===== src/rtl/bus_hold_ctrl.sv =====
module bus_hold_ctrl #(
  parameter int SYNC_STAGES = 2
) (
  input  logic clk,
  input  logic rst_n,
  input  logic hold_req_n,
  input  logic en_we,
  input  logic en_wdata,
  input  logic cyc_pending,
  input  logic cyc_active,
  input  logic cyc_done,
  output logic hold_ack_n,
  output logic bus_req_n,
  output logic bus_release,
  output logic core_stall,
  output logic hold_en_q,
  output logic pin_lock,
  output logic hold_ack_sts
);

  typedef enum logic [1:0] {ST_OWN, ST_HELD, ST_GAP} st_t;

  st_t st_q, st_nx;
  logic [SYNC_STAGES-1:0] sync_q;
  logic hold_act, grant, breq_q;

  always_ff @(posedge clk or negedge rst_n)
    if (!rst_n) sync_q <= '1;
    else        sync_q <= {sync_q[SYNC_STAGES-2:0], hold_req_n};

  assign hold_act = !sync_q[SYNC_STAGES-1];

  always_ff @(posedge clk or negedge rst_n)
    if (!rst_n) begin
      hold_en_q <= 1'b0;
      pin_lock  <= 1'b0;
    end else if (en_we) begin
      hold_en_q <= en_wdata;
      if (en_wdata) pin_lock <= 1'b1;
    end

  assign grant = (st_q == ST_OWN) && hold_act && hold_en_q && (!cyc_active || cyc_done);

  always_comb begin
    st_nx = st_q;
    case (st_q)
      ST_OWN:  if (grant) st_nx = ST_HELD;
      ST_HELD: if (!hold_act) st_nx = ST_GAP;
      default: st_nx = ST_OWN;
    endcase
  end

  always_ff @(posedge clk or negedge rst_n)
    if (!rst_n) begin
      st_q   <= ST_OWN;
      breq_q <= 1'b0;
    end else begin
      st_q   <= st_nx;
      breq_q <= (st_q == ST_HELD) && (st_nx == ST_HELD) && cyc_pending;
    end

  assign hold_ack_n   = (st_q != ST_HELD);
  assign bus_req_n    = !breq_q;
  assign bus_release  = (st_q != ST_OWN);
  assign core_stall   = (st_q != ST_OWN) || (hold_act && hold_en_q);
  assign hold_ack_sts = hold_ack_n;

  AST_GRANT_AT_BOUNDARY: assert property (@(posedge clk) disable iff (!rst_n)
    $fell(hold_ack_n) |-> $past(!cyc_active || cyc_done));
  AST_NO_GRANT_DISABLED: assert property (@(posedge clk) disable iff (!rst_n)
    $fell(hold_ack_n) |-> $past(hold_en_q));
  AST_HELD_STALLS: assert property (@(posedge clk) disable iff (!rst_n)
    !hold_ack_n |-> (core_stall && bus_release));
  AST_BREQ_ONLY_HELD: assert property (@(posedge clk) disable iff (!rst_n)
    !bus_req_n |-> !hold_ack_n);
  AST_RELEASE_GAP: assert property (@(posedge clk) disable iff (!rst_n)
    $rose(hold_ack_n) |-> (bus_release && bus_req_n));
  AST_LOCK_FOLLOWS_EN: assert property (@(posedge clk) disable iff (!rst_n)
    hold_en_q |-> pin_lock);
  AST_STS_MIRROR: assert property (@(posedge clk) disable iff (!rst_n)
    hold_ack_sts == hold_ack_n);

endmodule


===== config.mk =====
export PLATFORM = sky130hd
export DESIGN_NAME = bus_hold_ctrl
export DESIGN_NICKNAME = d
export VERILOG_FILES = /design/src/rtl/bus_hold_ctrl.sv
export SDC_FILE = /design/constraint.sdc
export NUM_CORES = 1
export LEC_CHECK = 0
export ABC_AREA = 1
export CAP_MARGIN = 40
export CORE_AREA = 10 10 47 49
export DETAILED_ROUTE_END_ITERATION = 8
export DIE_AREA = 0 0 57 59
export GPL_ROUTABILITY_DRIVEN = 1
export GPL_TIMING_DRIVEN = 0
export SLEW_MARGIN = 25
export SYNTH_ARGS = -nofsm -noshare
export SYNTH_HDL_FRONTEND = slang
export SYNTH_SLANG_ARGS = --single-unit

===== constraint.sdc =====
create_clock -name clk -period 1.45 [get_ports clk]
set_input_delay 0.2175 -clock clk [delete_from_list [all_inputs] [get_ports clk]]
set_output_delay 0.2175 -clock clk [all_outputs]
set_load 0.02 [all_outputs]

==> impl_metrics.tcl <==
set metrics [dict create \
    outcome "finished, final reports clean" \
    worstSetupEndpointType "primary output" \
    max_slew_violations 0 \
    yosysSeqAreaShare_pct 65.4 \
    route.layer.met1.wl_um 239 \
    finalWeightedCongestion 0.642 \
    worstSkewPairLatency_ns 0.24 \
    cp.required_ns 1.23 \
    worst-r2r-cell-count 3 \
    cts_root_buf "sky130_fd_sc_hd__clkbuf_4" \
    route.met2.wl_um 242 \
    synth_area_leader_cell "sky130_fd_sc_hd__dfrtp_1" \
    fmax_ghz 0.720 \
    dpl.cell_count 59 \
    via_count_of_the_first_global_routing_pass 210 \
    grt_setup_unrepaired "false" \
    post_synth.cell_area_avg_um2 9.36 \
    cp_num_buf_inv 1 \
    die_height_um 59 \
    die_w_um 57 \
    timing.hold.worst.class "in2async" \
    synth.top_cells.by_area "sky130_fd_sc_hd__dfrtp_1 (46%), sky130_fd_sc_hd__dfstp_2 (19%), sky130_fd_sc_hd__inv_1 (11%), sky130_fd_sc_hd__nand2_1 (6.9%), sky130_fd_sc_hd__nor2_1 (4.1%)" \
    worstMarginPinSlew_ns 0.289 \
    synth_warnings 0 \
    n_antenna_cell 0 \
    wl_met3_um 70 \
    worstSetupStartpoint "hold_en_q$_DFFE_PN0P_" \
    final_core_util_pct 32.2 \
    layout_setup_ws_ns 0.0603 \
    finalNonFillerCells 63 \
    num-nets-final 56 \
    worst-path-stages 1 \
    drt-initial-drc-count 1 \
    setup.reg_to_reg.worst_slack_ns 0.60 \
    design.die.area_um2 3360 \
    total_drc_errors_in_the_routed_layout 0 \
    port-buffer-count 14 \
    dr.max_layer_used "met3" \
    htree_levels 1 \
    std_cell_rows 14 \
    slowest_stage "sky130_fd_sc_hd__clkdlybuf4s50_1" \
    maxCapViolations 0 \
    grt_pass1_wl_um 883 \
    critical_path_class "reg2out" \
    routed_via_density 3.54 \
    finalCritPeriodShare_pct 95.8 \
    clk_pin_slew_worst_paths_ns 0.05 \
    critPathArrivalTime_ns 1.17 \
    post-layout-total-power_mw 0.495 \
    synth.ff_latch_count 7 \
    cts.path.max_buffers 2 \
    finalSetupTns_ns 0 \
    remaining_number_of_nets_flagged_by_the_antenna_check_after_routing 0 \
    fillcell_total 159 \
    critical-path-top-delay-family "buffers and inverters" \
    detail_route.wl_per_cell_um 8.76 \
    fin_hold_ws_ns 0.223 \
    final.min_clock_period_ns 1.39 \
    syn_nets 37 \
    timing.rr.start "sync_q[1]$_DFF_PN1_" \
    cellPowerDensity_nw_per_um2 1100 \
    post-place-ws_ns 0.0349 \
    finClkSkew_ns 0.00345 \
    seqCellArea_um2 178 \
    multi_input_comb_area_um2 56.3 \
    leakagePower_nw 0.224 \
    max_slew_margin_pct 80.7 \
    synthDistinctLibCells 9 \
    synthCells 29 \
    floorplan.initialDensity_pct 19.4 \
    routed-via-count 223 \
    grt_max_degree 8 \
    cts.sink_count 7 \
    core_area_um2 1400 \
    cts_tree "built" \
    crit-reg2reg-capture "st_q[0]$_DFF_PN0_" \
    post_route_design_area_um2 452 \
    gr-total-overflow 0 \
    syn2layout_area_growth_pct 66.4 \
    crit_fanout 2 \
    number_of_antenna_violations_at_the_first_check_in_global_routing 0 \
    total_routing_usage_gr_pct 3.48 \
    hpwlAfterDp_um 493 \
    timing.critical_path.from_type "flip-flop" \
    final_hold_vios 0 \
    cts_made_buffers 3 \
    synth_top_area_share_pct 46.1 \
    vdd_ir_drop_max_uv 425 \
    detailedRoute.firstPassIterationCount 2 \
    setup_violations 0 \
    postCtsHoldBufs 0 \
    num_io_pins 15 \
    finalWirelength_um 552 \
    cp_cell_sequence "clkdlybuf4s50_1" \
    placed_area_um2 432 \
    max_stage_delay_ns 0.60 \
    drive_gt1_share_pct 17.0 \
    netlist_area_um2 272 \
    cp-endpoint "hold_en_q" \
]
## synth_stat cells
| master | instances |
|---|---|
| sky130_fd_sc_hd__dfstp_2 | 2 |
| sky130_fd_sc_hd__nor2_1 | 3 |
| sky130_fd_sc_hd__nand3_1 | 2 |
| sky130_fd_sc_hd__nand2_1 | 5 |
| sky130_fd_sc_hd__o21ai_0 | 2 |
| sky130_fd_sc_hd__inv_1 | 8 |
| sky130_fd_sc_hd__dfrtp_1 | 5 |
| sky130_fd_sc_hd__buf_4 | 1 |
| sky130_fd_sc_hd__nor2_2 | 1 |
## worst min path at each step
stage                   startpoint               endpoint  cells after the start
2_1_floorplan                rst_n       breq_q$_DFF_PN0_                      0
6_report                     rst_n       breq_q$_DFF_PN0_                      1
3_5_place_dp   sync_q[0]$_DFF_PN1_    sync_q[1]$_DFF_PN1_                      0
3_3_place_gp   sync_q[0]$_DFF_PN1_    sync_q[1]$_DFF_PN1_                      0
5_1_grt                      rst_n  hold_en_q$_DFFE_PN0P_                      1
4_1_cts                      rst_n       breq_q$_DFF_PN0_                      1
## power by group
part / internal (mW) / total (mW) / switching (mW)
clock: 0.104 / 0.165 / 0.0609
combinational: 0.0523 / 0.112 / 0.0601
sequential: 0.210 / 0.217 / 0.00694
## worst register-to-register path, delay by kind of cell, from the launching register on
kind	cells	cell delay, ns
flops	1	0.53
buf+inv	1	0.05
simple gates	2	0.16
## what timing repair did
| action | in CTS | in global routing |
|---|---|---|
| cloned | 0 | 0 |
| setup endpoints to repair | 5 | 3 |
| buffers inserted | 0 | 0 |
| gates resized for setup | 5 | 4 |
## routing by layer
layer  vias up  global-route usage, %
met1        94                   3.50
met5         -                      0
met3         0                   3.00
met2        10                   4.81
met4         0                   2.01
li1        119                      -
## area by class of cell
cell class                 count  share of cell area, %
timing repair buffer          14                   29.6
multi-input combinational     13                   12.5
buffer                         1                   1.66
sequential                     7                   39.3
tap                           16                   4.43
clock buffer                   4                   5.82
inverter                       8                   6.65
## logic make-up (layout without fill, tap and decap cells)
logic type | Yosys count | after routing | synth area share [%]
compound gates | 2 | 2 | 3.69
buf+inv | 9 | 27 | 13.8
flops | 7 | 7 | 65.4
simple gates | 11 | 11 | 17.1
## layout by cell type, fill, tap and decap left out
cell type and instances:
sky130_fd_sc_hd__clkbuf_1 1, sky130_fd_sc_hd__buf_4 1, sky130_fd_sc_hd__clkdlybuf4s15_1 1, sky130_fd_sc_hd__nor2_1 3
sky130_fd_sc_hd__o21ai_0 2, sky130_fd_sc_hd__dfstp_2 2, sky130_fd_sc_hd__clkbuf_2 1, sky130_fd_sc_hd__clkbuf_4 3
sky130_fd_sc_hd__clkdlybuf4s50_1 8, sky130_fd_sc_hd__dlygate4sd2_1 3, sky130_fd_sc_hd__nand3_1 2, sky130_fd_sc_hd__nand2_1 5
sky130_fd_sc_hd__dlymetal6s2s_1 1, sky130_fd_sc_hd__dfrtp_1 5, sky130_fd_sc_hd__inv_1 8, sky130_fd_sc_hd__nor2_2 1
## registers in the layout, indices dropped and copies added, names as in the netlist
name	cells
breq_q	1
hold_en_q	1
pin_lock	1
st_q	2
sync_q	2
Power figures use the tool's default switching activity.
